==> config.mk <==
export PLATFORM = sky130hd
export DESIGN_NAME = dac_bcast_writer
export DESIGN_NICKNAME = d
export VERILOG_FILES = /design/src/rtl/dac_bcast_writer.sv
export SDC_FILE = /design/constraint.sdc
export NUM_CORES = 1
export LEC_CHECK = 0
export ABC_AREA = 1
export BUFFER_PORTS_ARGS = -buffer_cell sky130_fd_sc_hd__buf_2
export CAP_MARGIN = 30
export CORE_AREA = 2 2 262 199
export DETAILED_ROUTE_END_ITERATION = 10
export DIE_AREA = 0 0 264 201
export PLACE_DENSITY_LB_ADDON = 0.15
export SYNTH_ARGS = -nofsm -noshare
export SYNTH_HDL_FRONTEND = slang
export SYNTH_SLANG_ARGS = --single-unit
==> constraint.sdc <==
create_clock -name clk -period 4.7 [get_ports clk]
set_clock_uncertainty 0.2 [all_clocks]
set_input_delay 0.705 -clock clk [delete_from_list [all_inputs] [get_ports clk]]
set_output_delay 0.705 -clock clk [all_outputs]
set_load 0.01 [all_outputs]
==> src/rtl/dac_bcast_writer.sv <==
module dac_bcast_writer #(
  parameter int NCH    = 8,
  parameter int CODE_W = 16,
  parameter int ADDR_W = 6
) (
  input  logic              clk,
  input  logic              rst_n,
  input  logic [ADDR_W-1:0] s_awaddr,
  input  logic              s_awvalid,
  output logic              s_awready,
  input  logic [31:0]       s_wdata,
  input  logic [3:0]        s_wstrb,
  input  logic              s_wvalid,
  output logic              s_wready,
  output logic [1:0]        s_bresp,
  output logic              s_bvalid,
  input  logic              s_bready,
  input  logic [ADDR_W-1:0] s_araddr,
  input  logic              s_arvalid,
  output logic              s_arready,
  output logic [31:0]       s_rdata,
  output logic [1:0]        s_rresp,
  output logic              s_rvalid,
  input  logic              s_rready,
  output logic              dac_sclk,
  output logic [NCH-1:0]    dac_sdi,
  output logic [NCH-1:0]    dac_cs_n,
  output logic              dac_load_n
);

  localparam int IDX_W     = (NCH > 1) ? $clog2(NCH) : 1;
  localparam int LAST_RISE = 2 * CODE_W - 1;
  localparam int CS_END    = 2 * CODE_W;
  localparam int LD_START  = 2 * CODE_W + 2;
  localparam int LD_END    = 2 * CODE_W + 3;
  localparam int CNT_W     = $clog2(LD_END + 1);
  localparam logic [ADDR_W-1:0] TRIG_A = ADDR_W'(4 * NCH);
  localparam logic [ADDR_W-1:0] STAT_A = ADDR_W'(4 * NCH + 4);

  logic [CODE_W-1:0] code_q  [NCH];
  logic [CODE_W-1:0] shreg_q [NCH];
  logic              trig_q, pend_q, run_q;
  logic [CNT_W-1:0]  cnt_q;
  logic              bvalid_q, rvalid_q;
  logic [31:0]       rdata_q;
  logic              sclk_q, cs_q, load_q;

  logic              wr_fire, ar_fire, wr_ch, wr_trig, trig_edge;
  logic              start, sweep_end, busy;
  logic              run_n;
  logic [CNT_W-1:0]  cnt_n;
  logic [IDX_W-1:0]  widx, ridx;
  logic [31:0]       rd_word;
  logic              unused_in;

  assign unused_in = ^{s_wdata, s_wstrb, s_awaddr, s_araddr};

  assign wr_fire   = s_awvalid & s_wvalid & ~bvalid_q;
  assign s_awready = wr_fire;
  assign s_wready  = wr_fire;
  assign s_bvalid  = bvalid_q;
  assign s_bresp   = 2'b00;
  assign ar_fire   = s_arvalid & ~rvalid_q;
  assign s_arready = ar_fire;
  assign s_rvalid  = rvalid_q;
  assign s_rdata   = rdata_q;
  assign s_rresp   = 2'b00;

  assign widx      = s_awaddr[IDX_W+1:2];
  assign ridx      = s_araddr[IDX_W+1:2];
  assign wr_ch     = wr_fire && (s_awaddr < TRIG_A) && (s_awaddr[1:0] == 2'b00);
  assign wr_trig   = wr_fire && (s_awaddr == TRIG_A) && s_wstrb[0];
  assign trig_edge = wr_trig & s_wdata[0] & ~trig_q;

  assign start     = pend_q & ~run_q;
  assign sweep_end = run_q && (cnt_q == CNT_W'(LD_END));
  assign busy      = run_q | pend_q;

  always_comb begin
    run_n = run_q;
    cnt_n = cnt_q;
    if (start) begin
      run_n = 1'b1;
      cnt_n = '0;
    end else if (sweep_end) begin
      run_n = 1'b0;
      cnt_n = '0;
    end else if (run_q) begin
      cnt_n = cnt_q + 1'b1;
    end
  end

  always_comb begin
    rd_word = '0;
    if (s_araddr < TRIG_A && s_araddr[1:0] == 2'b00)
      rd_word[CODE_W-1:0] = code_q[ridx];
    else if (s_araddr == TRIG_A)
      rd_word[0] = trig_q;
    else if (s_araddr == STAT_A)
      rd_word[0] = busy;
  end

  always_ff @(posedge clk) begin
    if (!rst_n) begin
      bvalid_q <= 1'b0;
      rvalid_q <= 1'b0;
      rdata_q  <= '0;
      trig_q   <= 1'b0;
      for (int c = 0; c < NCH; c++) code_q[c] <= '0;
    end else begin
      if (wr_fire) bvalid_q <= 1'b1;
      else if (s_bready) bvalid_q <= 1'b0;
      if (ar_fire) begin
        rvalid_q <= 1'b1;
        rdata_q  <= rd_word;
      end else if (s_rready) begin
        rvalid_q <= 1'b0;
      end
      if (wr_trig) trig_q <= s_wdata[0];
      if (wr_ch)
        for (int b = 0; b < CODE_W; b++)
          if (s_wstrb[b/8]) code_q[widx][b] <= s_wdata[b];
    end
  end

  always_ff @(posedge clk) begin
    if (!rst_n) begin
      pend_q <= 1'b0;
      run_q  <= 1'b0;
      cnt_q  <= '0;
      sclk_q <= 1'b0;
      cs_q   <= 1'b1;
      load_q <= 1'b1;
    end else begin
      pend_q <= (pend_q & ~start) | trig_edge;
      run_q  <= run_n;
      cnt_q  <= cnt_n;
      sclk_q <= run_n && cnt_n[0] && (cnt_n <= CNT_W'(LAST_RISE));
      cs_q   <= !(run_n && (cnt_n <= CNT_W'(CS_END)));
      load_q <= !(run_n && (cnt_n >= CNT_W'(LD_START)) && (cnt_n <= CNT_W'(LD_END)));
    end
  end

  generate
    for (genvar g = 0; g < NCH; g++) begin : g_lane
      always_ff @(posedge clk) begin
        if (!rst_n)
          shreg_q[g] <= '0;
        else if (start)
          shreg_q[g] <= code_q[g];
        else if (run_q && cnt_q[0] && (cnt_q <= CNT_W'(LAST_RISE)))
          shreg_q[g] <= {shreg_q[g][CODE_W-2:0], 1'b0};
      end
      assign dac_sdi[g]  = shreg_q[g][CODE_W-1];
      assign dac_cs_n[g] = cs_q;
    end
  endgenerate

  assign dac_sclk   = sclk_q;
  assign dac_load_n = load_q;

endmodule

Word level (Yosys, flattened, before mapping)
Memory sizes are Yosys's and may differ from the RTL's. Cells that the tools add are included.

Register bits: 30. Output and inout port bits: 59. Word-level logic and storage cells: 122. Bits of input ports: 55. RAM bits: 256. Memories kept: 2.

Memory list: code_q (words 8, width 16, rd ports 9, clocked after Yosys merged registers in 0, write ports 8, line 40) `logic [CODE_W-1:0] code_q [NCH];`; shreg_q (words 8, width 16, rd ports 8, clocked after Yosys merged registers in 0, write ports 8, line 41) `logic [CODE_W-1:0] shreg_q [NCH];`.

Eq/ne operators: 4. Bitwise operators: 30. $add $sub $neg: 1. Magnitude comparators: 7. Mux-type cells: 48. Reductions and logical operators: 20.

Operators with widths (count): $mux W16 (17); $mux W1 (25); $eq A6 B6 Y1 const B (4); $mux W6 (3); $or A1 B1 Y1 (18); $reduce_or A16 Y1 (1); $mux W15 (1); $logic_and A1 B1 Y1 (13); $le A6 B5 Y1 const B (2); $le A6 B6 Y1 const B (2); $lt A6 B6 Y1 const B (2); $and A1 B1 Y1 (7); $add A6 B1 Y6 const B (1); $ge A6 B6 Y1 const B (1); $not A1 Y1 (5); $logic_not A2 Y1 (2); $reduce_bool A2 Y1 (2); $mux W3 (1); $logic_not A1 Y1 (2); $mux W2 (1).

Logic depth before layout (Yosys ltp)
Depth in word-level cells: 9. Depth in mapped cells: 10. Gate-level depth less buffers: 9.

Worst setup path after synthesis
No wires, ideal clock.

Path kind: input to register. From: in rst_n. To: mem shreg_q[0][0] (enable). Library setup time: 0.475 ns. Stages: 4. Required time: 4.025 ns. Buffers on the path: 0. Arrival: 3.577 ns. Path slack: 0.449 ns. Path through: clkinv_1 -> a21oi_1 -> nand2_1 -> nand2_1.

RTL lines: from (decl) (line 7) `input logic rst_n,`; to (decl) (line 41).

==> impl_metrics.tcl <==
set metrics [dict create \
    power_uw 5500 \
    hp-start "s_bready" \
    fill_cells 5381 \
    synthesis.area_um2 12500 \
    viasPerCell 4.36 \
    crit_path_end_kind "flip-flop" \
    grt_max_degree 57 \
    ctsResizeCount 0 \
    crit_fanout 9 \
    ys_seq_elements 286 \
    finalHoldViolCount 0 \
    avgSynthCellArea_um2 11.0 \
    synthTopCellsByArea "edfxtp_1 62%, nand2_1 6.2%, a22o_1 5.1%" \
    rows 72 \
    dr_total_vias 8211 \
    postRouteAntennaNets 0 \
    fin_crit_sh 0.699 \
    r2r-start "s_bvalid$_SDFFE_PN0P_" \
    wl_per_cell_um 18.1 \
    dr_wl_met3_um 1400 \
    cts_tree "done" \
    power_density_nw_per_um2 382 \
    grt_pass1_vias 8270 \
    synth_ff_type "edfxtp_1" \
    synth.distinct_cells 28 \
    cts_buffer_depth 3 \
    met1_length_um 17800 \
    firstDrtPassIters 7 \
    clk_latency_ns 0.57 \
    synth-edff-count 256 \
    diodes 0 \
    design_area_um2 14400 \
    min_path_type "in -> reg" \
    initial_core_util 0.246 \
    yosysWarnings 0 \
    crit_type "reg -> reg" \
    worstPathCellList "nor2_1, nand2_1, nor3_2, nand2_2, nand2_1" \
    antenna_found_initial 0 \
    drc 0 \
    slew_headroom 0.353 \
    grt_pass1_wl_um 51600 \
    syn_inst 1140 \
    cts.clk_slew.worst_paths_ns 0.06 \
    drt-initial-drc-count 577 \
    wl_met2_um 14200 \
    io_buffers 75 \
    overflow 0 \
    finalMaxSlewViolations 0 \
    rsz0062_at_grt "no" \
    setup_tns_ns 0 \
    nNetsFinal 1252 \
    routed_wl_um 34100 \
    cpMostUsedCell "nand2_1" \
    max_freq_mhz 305 \
    ios 114 \
    cpPeakStageDelay_ns 0.79 \
    synth_area_leader_cell "edfxtp_1" \
    ys_seq_area_frac 0.663 \
    gp_congestion 0.736 \
    ir_worst_vdd_v 0.000266 \
    cts_setup_buffers 0 \
    crit_start "s_bvalid$_SDFFE_PN0P_" \
    cts_hold_buf 0 \
    die_area_um2 53100 \
    final_layout_size_suffix_gt1_frac 0.130 \
    core-area_um2 50800 \
    worst_pin_slew_ns 0.965 \
    cts_buffers 31 \
    htree_levels 1 \
    clkSinkCount 286 \
    placed_area_um2 13400 \
    max_cap_violations 0 \
    die_x_um 264 \
    dp_hpwl_um 22500 \
    clockRootBuffer "clkbuf_16" \
    crit_slowest_cell "nor3_2" \
    status "complete, no violations" \
    p_leak_uw 0.00551 \
    area_delta_synth_final_pct 15.3 \
    fin_crit_ns 3.28 \
    startpoint_type "flip-flop" \
    gr-usage-all-layers 0.129 \
    die_y_um 201 \
    required_ns 4.72 \
    yosysTopAreaCellShare 0.615 \
    worstPathArrival_ns 3.30 \
    finalSetupViolCount 0 \
    async_reset_ff_frac 0 \
    highest_layer "met4" \
]
[path summary, 6_finish.rpt]
| check | cells past startpoint | endpoint | slack [ns] |
|---|---|---|---|
| max | 5 | code_q[3][13]$_SDFFCE_PN0P_ | 1.42 |
| min | 4 | s_bvalid$_SDFFE_PN0P_ | 0.18 |
| max reg2reg | 5 | code_q[3][13]$_SDFFCE_PN0P_ | 1.42 |
| min reg2reg | 2 | s_rdata[6]$_SDFFE_PN0P_ | 0.26 |
[stage by stage]
| stage | std cells | utilization | hold slack [ns] | setup WS, ns |
|---|---|---|---|---|
| after floorplan | 1159 | - | 0.272 | 0.449 |
| after global placement | 1828 | 0.264 | 0.254 | 0.823 |
| after detailed placement | 1828 | 0.264 | 0.256 | 0.818 |
| after CTS | 1885 | 0.283 | 0.150 | 1.30 |
| after global routing | 1885 | 0.283 | 0.174 | 1.09 |
| final | 1885 | 0.283 | 0.177 | 1.42 |
[state kept, by name (all words and copies together) (netlist names)]
| signal | flops |
|---|---|
| dac_load_n | 1 |
| s_rdata | 16 |
| trig_q | 1 |
| run_q | 1 |
| code_q | 128 |
| pend_q | 1 |
| shreg_q | 128 |
| dac_sclk | 1 |
| cnt_q | 6 |
| cs_q | 1 |
| s_rvalid | 1 |
| s_bvalid | 1 |
[power by group]
group          internal (µW)  total, µW  leakage (µW)  switching [µW]
clock                   1360       2390      0.000478            1030
combinational           58.2        258       0.00209             200
sequential              2830       2850       0.00294            23.2
total                   4250       5500       0.00551            1250
[worst max-delay path, delay by kind of cell, from the launching register on]
| family | cells | cell delay, ns |
|---|---|---|
| DFF | 1 | 0.31 |
| and+or+nand+nor | 5 | 2.40 |
[layout by cell type (no fill, tap or decap), drive strengths merged]
cell / netlist / layout
nand3b: 1 / 1
edfxtp: 256 / 256
o21a: 1 / 1
ha: 2 / 2
nor3b: 1 / 1
nor2: 158 / 158
buf: 65 / 93
a22o: 73 / 73
nor4: 1 / 1
o211ai: 30 / 30
or2: 1 / 1
dfxtp: 30 / 30
nor3: 11 / 11
clkinv: 5 / 16
nand2: 223 / 223
conb: 1 / 20
xor2: 1 / 1
nand3: 56 / 56
bufinv: 0 / 2
a21oi: 37 / 37
inv: 95 / 96
o21ai: 66 / 66
nand4: 1 / 1
clkbuf: 25 / 43
[cells by family after synthesis]
| logic type | synth area share |
|---|---|
| other | 0.000300 |
| adders and majority gates | 0.00200 |
| buffers and inverters | 0.0735 |
| AOI/OAI and AO/OA | 0.111 |
| xor gates and xnor gates | 0.000701 |
| DFF | 0.663 |
| and+or+nand+nor | 0.149 |
[synth_stat cells (2+ instances only)]
master and number:
clkinv_1 5, nand2_2 16, ha_1 2, nand2_1 207, dfxtp_1 30, o211ai_1 30
buf_1 4, inv_1 95, buf_4 49, edfxtp_1 256, buf_2 11, a21oi_1 37
clkbuf_1 25, nand3_1 56, nor2_1 158, nor3_1 9, o21ai_0 66, a22o_1 73
nor3_2 2
[layer usage]
metal,global-route usage,up-vias
met5,0,-
met1,0.195,4004
met3,0.0229,44
met2,0.191,151
met4,0.0276,0
li1,-,4012
[cell type report]
| cell class | instances | area, µm² | area share |
|---|---|---|---|
| clock inverters | 14 | 118 | 0.00817 |
| repair buffers | 93 | 561 | 0.0389 |
| clock buffers | 43 | 851 | 0.0591 |
| multi-input cells | 683 | 3380 | 0.234 |
| flip-flops and latches | 286 | 8290 | 0.575 |
| well taps | 666 | 833 | 0.0579 |
| inverters | 100 | 378 | 0.0262 |
(Power assumes the default switching activity.)
